--- config.mk ---
export PLATFORM = sky130hd
export DESIGN_NAME = wdg_timer
export DESIGN_NICKNAME = d
export VERILOG_FILES = /design/src/rtl/wdg_pkg.sv /design/src/rtl/wdg_prescaler.sv /design/src/rtl/wdg_ctrl.sv /design/src/rtl/wdg_pulse.sv /design/src/rtl/wdg_timer.sv
export SDC_FILE = /design/constraint.sdc
export NUM_CORES = 1
export LEC_CHECK = 0
export CAP_MARGIN = 15
export CORE_MARGIN = 1
export CORE_UTILIZATION = 55
export CTS_CLUSTER_DIAMETER = 120
export CTS_CLUSTER_SIZE = 8
export DETAILED_ROUTE_END_ITERATION = 10
export DONT_BUFFER_PORTS = 1
export GPL_TIMING_DRIVEN = 1
export PLACE_DENSITY = 0.73
export RECOVER_POWER = 100
export SYNTH_ARGS = -nofsm -noshare
export SYNTH_HDL_FRONTEND = slang
export SYNTH_HIERARCHICAL = 1
export SYNTH_SLANG_ARGS = --single-unit
--- constraint.sdc ---
create_clock -name clk -period 1.8 [get_ports clk]
set_input_delay 0.09 -clock clk [delete_from_list [all_inputs] [get_ports clk]]
set_output_delay 0.09 -clock clk [all_outputs]
set_load 0.1 [all_outputs]
--- src/rtl/wdg_pkg.sv ---
package wdg_pkg;
    localparam int CNT_W = 7;
    localparam int REG_W = CNT_W + 1;
    localparam logic [CNT_W-1:0] CNT_RESET = '1;
    localparam logic [CNT_W-1:0] CNT_EDGE  = 7'h40;

    typedef struct packed {
        logic             en;
        logic [CNT_W-1:0] cnt;
    } wdg_reg_t;

    function automatic logic write_fires(input logic en_now, input logic [REG_W-1:0] d);
        return (en_now | d[REG_W-1]) & ~d[CNT_W-1];
    endfunction

    function automatic logic step_fires(input logic [CNT_W-1:0] c);
        return c == CNT_EDGE;
    endfunction
endpackage

--- src/rtl/wdg_prescaler.sv ---
module wdg_prescaler #(
    parameter int PRESCALE = 49152
) (
    input  logic clk,
    input  logic rst,
    input  logic clr,
    output logic tick
);
    localparam int PW = (PRESCALE > 1) ? $clog2(PRESCALE) : 1;
    localparam logic [PW-1:0] LAST = PW'(PRESCALE - 1);

    logic [PW-1:0] div_q;

    assign tick = (div_q == LAST);

    always_ff @(posedge clk) begin
        if (rst || clr || tick) div_q <= '0;
        else                    div_q <= div_q + 1'b1;
    end

    a_r3_clear_on_write: assert property (@(posedge clk) disable iff (rst)
        clr |=> (div_q == '0));
    a_r4_never_past_last: assert property (@(posedge clk) disable iff (rst)
        div_q <= LAST);
endmodule

--- src/rtl/wdg_ctrl.sv ---
module wdg_ctrl
    import wdg_pkg::*;
(
    input  logic             clk,
    input  logic             rst,
    input  logic             wr_en,
    input  logic [REG_W-1:0] wr_data,
    input  logic             tick,
    output wdg_reg_t         reg_q,
    output logic             fire
);
    wdg_reg_t reg_d;

    always_comb begin
        reg_d = reg_q;
        fire  = 1'b0;
        if (wr_en) begin
            reg_d.en  = reg_q.en | wr_data[REG_W-1];
            reg_d.cnt = wr_data[CNT_W-1:0];
            fire      = write_fires(reg_q.en, wr_data);
        end else if (tick) begin
            reg_d.cnt = reg_q.cnt - 1'b1;
            fire      = reg_q.en & step_fires(reg_q.cnt);
        end
    end

    always_ff @(posedge clk) begin
        if (rst) begin
            reg_q.en  <= 1'b0;
            reg_q.cnt <= CNT_RESET;
        end else begin
            reg_q <= reg_d;
        end
    end

    a_r5_flag_sticky: assert property (@(posedge clk) disable iff (rst)
        reg_q.en |=> reg_q.en);
    a_r4_step_down: assert property (@(posedge clk) disable iff (rst)
        (tick && !wr_en) |=> (reg_q.cnt == $past(reg_q.cnt) - 1'b1));
    a_r9_quiet_disabled: assert property (@(posedge clk) disable iff (rst)
        (!reg_q.en && !(wr_en && wr_data[REG_W-1])) |-> !fire);
endmodule

--- src/rtl/wdg_pulse.sv ---
module wdg_pulse #(
    parameter int PULSE_LEN = 4
) (
    input  logic clk,
    input  logic rst,
    input  logic start,
    output logic pulse_n
);
    localparam int LW = $clog2(PULSE_LEN + 1);
    localparam logic [LW-1:0] LEN = LW'(PULSE_LEN);

    logic [LW-1:0] left_q;

    always_ff @(posedge clk) begin
        if (rst)                  left_q <= '0;
        else if (start)           left_q <= LEN;
        else if (left_q != '0)    left_q <= left_q - 1'b1;
    end

    assign pulse_n = (left_q == '0);

    a_r8_bounded: assert property (@(posedge clk) disable iff (rst)
        left_q <= LEN);
    a_r8_starts_low: assert property (@(posedge clk) disable iff (rst)
        start |=> !pulse_n);
    a_r8_releases: assert property (@(posedge clk) disable iff (rst)
        (!start && left_q == 1) |=> pulse_n);
endmodule

--- src/rtl/wdg_timer.sv ---
module wdg_timer
    import wdg_pkg::*;
#(
    parameter int PRESCALE  = 49152,
    parameter int PULSE_LEN = 4
) (
    input  logic             clk,
    input  logic             rst,
    input  logic             wr_en,
    input  logic [REG_W-1:0] wr_data,
    output logic [REG_W-1:0] rd_data,
    output logic             wdg_rst_n
);
    logic     tick;
    logic     fire;
    wdg_reg_t reg_q;

    wdg_prescaler #(.PRESCALE(PRESCALE)) u_div (
        .clk (clk),
        .rst (rst),
        .clr (wr_en),
        .tick(tick)
    );

    wdg_ctrl u_ctrl (
        .clk    (clk),
        .rst    (rst),
        .wr_en  (wr_en),
        .wr_data(wr_data),
        .tick   (tick),
        .reg_q  (reg_q),
        .fire   (fire)
    );

    wdg_pulse #(.PULSE_LEN(PULSE_LEN)) u_pulse (
        .clk    (clk),
        .rst    (rst),
        .start  (fire),
        .pulse_n(wdg_rst_n)
    );

    assign rd_data = reg_q;

    a_r7_bad_write_fires: assert property (@(posedge clk) disable iff (rst)
        (wr_en && (rd_data[REG_W-1] || wr_data[REG_W-1]) && !wr_data[CNT_W-1]) |=> !wdg_rst_n);
    a_r6_edge_fires: assert property (@(posedge clk) disable iff (rst)
        (!wr_en && tick && rd_data == 8'hC0) |=> (!wdg_rst_n && rd_data == 8'hBF));
    a_r3_write_loads: assert property (@(posedge clk) disable iff (rst)
        wr_en |=> (rd_data[CNT_W-1:0] == $past(wr_data[CNT_W-1:0])));
    a_r1_reset_value: assert property (@(posedge clk)
        rst |=> (rd_data == 8'h7F && wdg_rst_n));
endmodule

# Yosys cells after proc, flatten, opt, wreduce, memory -nomap -nowiden
# Cells that the tools add are included.
[totals]
word_cells = 27
ff_bits = 27
inputBits = 11
out_inout_bits = 9
[classes]
n_mux = 6
bitwise = 4
eq_ne = 2
addsub = 3
n_reduce_logical = 7
[op_table]
columns = ["cell", "count"]
rows = [
  ["$add 16x1->16 const B", 1],
  ["$eq 16x16->1 const B", 1],
  ["$mux 7", 2],
  ["$eq 7x7->1 const B", 1],
  ["$sub 7x1->7 const B", 1],
  ["$mux 3", 2],
  ["$reduce_bool 2->1", 2],
  ["$logic_not 3->1", 1],
  ["$reduce_bool 3->1", 1],
  ["$sub 3x1->3 const B", 1],
  ["$and 1x1->1", 2],
  ["$logic_or 1x1->1", 2],
  ["$mux 1", 2],
  ["$reduce_or 2->1", 1],
  ["$not 1->1", 1],
  ["$or 1x1->1", 1],
]

# Longest topological paths before layout
# Gate-level depths: netlist of the first run.
[logic_depth]
depth_word = 5
mapped_depth = 8
ltp_nobuf = 7

# Hierarchy
# The synthesis of the first run kept the hierarchy.
[modules_own_cells]
columns = ["mod", "cells_each", "seq_area_each_um2", "instances", "area_each_um2"]
rows = [
  ["wdg_prescaler", 78, 320.3, 1, 732.0],
  ["wdg_ctrl", 59, 160.2, 1, 499.2],
  ["wdg_pulse", 17, 60.1, 1, 166.4],
]

# Least setup slack after synthesis of the first run
# OpenSTA, ideal clock, no wires.
[synth_timing]
kind = "flip-flop to flip-flop"
startpoint = "register, netlist name u_ctrl/reg_q[0]"
endpoint = "register u_pulse.left_q[1]"
path_slack_ps = -312
t_required_ps = 1697
n_path_buf = 0
synth_period_minus_slack_ps = 2112
path_stages_with_launch = 7
setup_time_ps = 103
t_arrival_ps = 2009
path_cell_list = "dfxtp_1 > inv_1 > ha_1 > nor2b_1 > nand4_1 > o22ai_1 > a2111oi_2"
[synth_between]
elab_chain_len = 5
[synth_rtl]
columns = ["element", "line", "text"]
rows = [
  ["$eq 7x7->1", "wdg_pkg.sv:17", "return c == CNT_EDGE;"],
  ["$and 1x1->1", "wdg_ctrl.sv:23", "fire = reg_q.en & step_fires(reg_q.cnt);"],
  ["$mux 1", "wdg_ctrl.sv:21", "end else if (tick) begin"],
  ["$mux 1", "wdg_ctrl.sv:17", "if (wr_en) begin"],
  ["via fire", "wdg_timer.sv:15", "logic fire;"],
  ["$reduce_or 2->1 (no source line)", "n/a", ""],
  ["to (signal assigned)", "wdg_pulse.sv:17", "else if (left_q != '0) left_q <= left_q - 1'b1;"],
  ["to (decl)", "wdg_pulse.sv:12", "logic [LW-1:0] left_q;"],
]
# The timed path passes the listed nets, and every way through them passes these cells.
# A chain may end at the register's enable or synchronous reset.

# Worst setup path in the final report of the first run
[layout_timing]
startpoint = "register u_div.div_q[14]"
endpoint = "register u_pulse.left_q[2]"
[layout_between]
elab_chain_len = 4
word_cells_on_any_way = 5
classes_between = "eq/ne (1); mux (3); reduce/logical (1)"
[layout_rtl]
columns = ["element", "line", "text"]
rows = [
  ["from (decl)", "wdg_prescaler.sv:12", "logic [PW-1:0] div_q;"],
  ["from (signal assigned)", "wdg_prescaler.sv:18", "else div_q <= div_q + 1'b1;"],
  ["$eq 16x16->1 *", "wdg_prescaler.sv:14", "assign tick = (div_q == LAST);"],
  ["via tick", "wdg_timer.sv:14", "logic tick;"],
  ["$mux 1 *", "wdg_ctrl.sv:21", ""],
  ["$mux 1 *", "wdg_ctrl.sv:17", ""],
  ["via fire", "wdg_timer.sv:15", ""],
  ["$mux 3 / $reduce_bool 2->1 (equally long branches)", "n/a", ""],
]
# Mark *: on every way through the listed nets, which the timed path passes. The rest lies on a longest branch.

==> run metrics, run 1 <==
initial antenna violation count 0; vias in the first global route 1069; GRT Resource Usage Total 23.6%; hold path cells 3; clk_lat worst skew 330 ps; Clock Tree Root clkbuf_4; EDFF count, synth 0; Peak VDD IR 951 µV; hold_ws 2.04 ps; gp weighted congestion 0.780; Initial Util 60.8%; fin. max-slew vios 0; final period utilization 91.9%; asr flop ratio synth 0%; final design utilization 74.0%; antenna cells 0; CP required 2070 ps; I/O pins 20; FF+latch count, synth 27; Max Buffers Root-to-Sink 2; outcome completed; largest net degree at the start of global routing 17; Wirelength per Cell 14.5 µm; DR DRC count 0; final non-filler cell area 1700 µm²; detailed placement HPWL 1.94 mm; Synth area leader dfxtp_1; Mapped Cells 154; via count 1160; post-synthesis cell area 1400 µm²; Detail Route Antenna Nets 0; ranking of synthesized cells by area dfxtp_1, nor2_1, xnor2_1; vias per cell 5.63; setup violators final 0; Synth Flop Type dfxtp_1; min cycle time layout 1650 ps; Worst Tran Pin Value 519 ps; Core Area 2300 µm²; share of post-route cells with drive strength above 1 29.8%; CP Class reg2reg; DR iter-0 viols 10; CP max FO 10; Layout area overhead 21.6%; H-tree levels 1; Seq/Total Area, Yosys 38.7%; nets@finish 196; Clock Skew 7.64 ps; top post-synthesis cells by count dfxtp_1, nor2_1, inv_1; WL final 2.98 mm; leak pwr 0.610 nW; Critical Path AT 1930 ps; Distinct cells, synth 44; PD cells 815 nW/µm²; Die ar. 2750 µm²; Setup crit end kind register; Port Buf Inserts 0; TritonRoute pass-1 iters 4; first-pass GRT wire length 4.66 mm; Max-Cap Viols 0; Hold Vio Cnt, Final 0; max frequency 0.604 GHz; top-count cell post-synth dfxtp_1; Worst Hold Class in2reg; Clock transition at path regs 150 ps; Remaining Overflow, GRT 0; Die H 52.4 µm; die width 52.4 µm; cells on worst reg2reg path 7; Setup crit start kind register; placed inst area 1550 µm²; mean area per synthesized cell 9.08 µm²; Synth warnings 6; CTS sink count 27; Inserted Clock Buffers 3; RSZ-0062 raised after global routing true; syn_nets 171; relative slew slack 65.3%; # rows 17; TritonCTS clock tree done; top cell type's share of synthesized area 38.7%
## kinds of logic after synthesis
family / after synthesis / share of synthesized area [%]
adder cells (fa/ha/maj): 6 / 5.37
AND/OR/NAND/NOR: 71 / 30.4
multiplexers: 2 / 1.43
AO/OA/AOI/OAI: 17 / 9.22
buffers and inverters: 16 / 5.46
XOR/XNOR: 15 / 9.40
flip-flops: 27 / 38.7
## final timing paths
check,slack (ps),startpoint,to
setup / recovery,150,u_div/div_q[14],u_pulse/left_q[2]
setup reg to reg,150,u_div/div_q[14],u_pulse/left_q[2]
hold / removal,2,wr_en,u_ctrl/reg_q[6]
hold reg to reg,480,u_div/div_q[0],u_div/div_q[0]
## final cells by class
class,count,area [µm²]
repair buffers,26,218
fillers,178,598
multi-input cells,111,823
well taps,28,35.0
clock buffers,4,26.3
inverters,10,37.5
flip-flops and latches,27,559
## what timing repair did
action,CTS,global route
setup endpoints to repair,0,21
buffers inserted,0,2
gates resized for setup,0,6
hold buffers,9,0
hold endpoints to repair,11,0
## per-stage QoR
| stage | TNS, ps | cells | setup slack (ps) | power (mW) |
|---|---|---|---|---|
| floorplan | 0 | 154 | 5.68 | 1.04 |
| global placement | 0 | 191 | 106 | 1.08 |
| detailed placement | 0 | 191 | 50.2 | 1.09 |
| CTS | 0 | 204 | 27.3 | 1.38 |
| global route | -134 | 206 | -75.3 | 1.45 |
| finish | 0 | 206 | 145 | 1.39 |
## power breakdown
part           total (mW)  leakage, nW  switching (mW)  internal (mW)
clock network       0.270       0.0150           0.183         0.0870
logic               0.455        0.371           0.315          0.140
registers           0.660        0.224          0.0254          0.635
## registers in the layout, summed over array words and instances, names as in the netlist
signal	cells
u_pulse/left_q	3
u_div/div_q	16
u_ctrl/reg_q	8
## worst max-delay path, cell delays in order, from the launching register on
cell and delay [ps]:
dfxtp_2 350, nand4b_1 180, nor4_2 310, buf_4 210
nand4_1 130, o22ai_2 230, inv_1 60, a21oi_1 120
## routing by layer
metal  global-route usage (%)  share of wire (%)
met3                     2.90                2.7
met5                        0                  0
met2                     40.5                 49
met1                     29.2                 47
met4                     10.5                1.5
## cells in the final DEF, fill, tap and decap left out, types with 2 or more instances in the layout
| cell type | instances |
|---|---|
| nor2_1 | 22 |
| buf_4 | 17 |
| dfxtp_2 | 15 |
| dfxtp_1 | 12 |
| inv_1 | 10 |
| dlygate4sd3_1 | 9 |
| xnor2_1 | 9 |
| nor3_1 | 8 |
| xor2_1 | 6 |
| nand2_1 | 5 |
| nand3_1 | 5 |
| nor3b_1 | 5 |
| nand4_1 | 4 |
| ha_1 | 4 |
| clkbuf_4 | 3 |
| or4_4 | 3 |
| nor2b_1 | 3 |
| a211oi_1 | 3 |
| a21oi_1 | 3 |
| nor4_1 | 3 |
| nand2b_1 | 2 |
| mux2i_1 | 2 |
| o31ai_1 | 2 |
(Power assumes the default switching activity.)
==> inputs of run 2 (changes only) <==
CORE_MARGIN = 2   (was 1)
==> run metrics, run 2 (synthesized netlist as in run 1, its figures left out) <==
nets@finish 199; Core Area 2430 µm²; Clock Skew 9.25 ps; TritonRoute pass-1 iters 4; Max-Cap Viols 0; Clock transition at path regs 140 ps; I/O pins 20; Peak VDD IR 993 µV; cells on worst reg2reg path 7; CTS sink count 27; vias in the first global route 1109; Setup crit start kind register; via count 1204; CP required 2070 ps; die width 54.4 µm; Worst Tran Pin Value 648 ps; H-tree levels 1; first-pass GRT wire length 4.71 mm; WL final 3.05 mm; hold path endpoint u_ctrl/reg_q[1]; Wirelength per Cell 14.5 µm; leak pwr 0.652 nW; DR DRC count 0; CP Cell Sequence nand4b_1 > nor4_4 > buf_6 > nand4_1 > o22ai_2 > inv_1 > a21oi_1; RSZ-0062 raised after global routing true; detailed placement HPWL 2.05 mm; Port Buf Inserts 0; gp weighted congestion 0.747; GRT Resource Usage Total 22.7%; initial antenna violation count 0; final period utilization 91.4%; max FFs per register 16; hold_ws 21.4 ps; CP max stage delay 350 ps; Critical Path AT 1920 ps; min cycle time layout 1650 ps; max frequency 0.608 GHz; sequential cell area 561 µm²; CP Class reg2reg; Die ar. 2960 µm²; TritonCTS clock tree done; footprint of the multi-input gates 836 µm²; PD cells 790 nW/µm²; # rows 18; outcome completed; Detail Route Antenna Nets 0; number of fill cells 195; r2r setup slk 150 ps; most frequent cells in the layout nor2_1, dfxtp_1, dfxtp_2, buf_4, inv_1; share of post-route cells with drive strength above 1 30.4%; CP max FO 10; hold path cells 2; Inserted Clock Buffers 3; setup TNS 0 ps; Die H 54.4 µm; setup violators final 0; commonest non-fill, non-tap cell in the layout nor2_1; clk_lat worst skew 330 ps; Remaining Overflow, GRT 0; most flop-heavy register u_div/div_q; Clock Tree Root clkbuf_4; vias per cell 5.71; hold wc startpoint wr_en; fin. max-slew vios 0; Setup crit end kind register; Worst Hold Class in2reg; Slowest-stage cell, CP dfxtp_2; final non-filler cell area 1730 µm²; largest registers u_div/div_q: 16 flops, u_ctrl/reg_q: 8 flops, u_pulse/left_q: 3 flops; antenna cells 0; Max Buffers Root-to-Sink 2; largest net degree at the start of global routing 17; placed inst area 1560 µm²; relative slew slack 56.8%; R2R Path End u_pulse/left_q[2]; DR iter-0 viols 32; Hold Vio Cnt, Final 0; RR Startpoint u_div/div_q[14]; Layout area overhead 23.5%; Initial Util 57.5%
run 2: stage by stage:
step	setup slack, ps	power (mW)	std cells	util (%)
after floorplan	5.68	1.04	154	-
after global placement	123	1.08	195	64.2
after detailed placement	17.4	1.09	195	64.2
after CTS	54.4	1.38	208	69.3
after global routing	25.8	1.43	211	70.9
final	155	1.36	211	70.9
run 2: cell type report:
cell class | count | share of cell area (%)
clock buffers | 3 | 1.31
clock inverters | 1 | 0.290
inverters | 10 | 2.18
multi-input cells | 111 | 48.4
flip-flops and latches | 27 | 32.5
well taps | 30 | 2.18
repair buffers | 29 | 13.1
run 2: power breakdown:
group,switching [mW],leakage (nW),total (mW),internal (mW)
clock,0.179,0.0177,0.263,0.0837
sequential,0.0261,0.224,0.659,0.633
combinational,0.311,0.410,0.442,0.131
total,0.516,0.652,1.36,0.847
run 2: repair_timing:
action                                  4_1_cts  5_1_grt
hold buffers                                  9        0
endpoints found under the setup margin        1        5
buffers inserted                              0        3
resized for setup                             1        8
hold endpoints to repair                     11        0
pin swaps                                     0        1
run 2: how the worst max path moves through the flow:
stage / from / end / slack (ps) / cells after the start
finish: u_div/div_q[14] / u_pulse/left_q[2] / 150 / 7
global route: u_div/div_q[14] / u_pulse/left_q[2] / 30 / 7
CTS: u_div/div_q[14] / u_pulse/left_q[2] / 50 / 7
detailed placement: u_div/div_q[14] / u_ctrl/reg_q[3] / 20 / 6
global placement: u_div/div_q[14] / u_ctrl/reg_q[3] / 120 / 6
floorplan: u_div/div_q[4] / u_ctrl/reg_q[4] / 6 / 6
run 2: worst max-delay path, delay by kind of cell (launching register included):
kind | cells | cell delay (ps)
AND/OR/NAND/NOR | 3 | 670
flip-flops | 1 | 350
AO/OA/AOI/OAI | 2 | 330
buffers and inverters | 2 | 230
run 2: per-layer routing:
metal	vias up	GRT usage, %	share of wire [%]
li1	593	-	-
met1	573	26.4	42
met2	31	39.0	51
met3	7	5.19	4.3
met4	0	10.8	1.8
met5	-	0	0
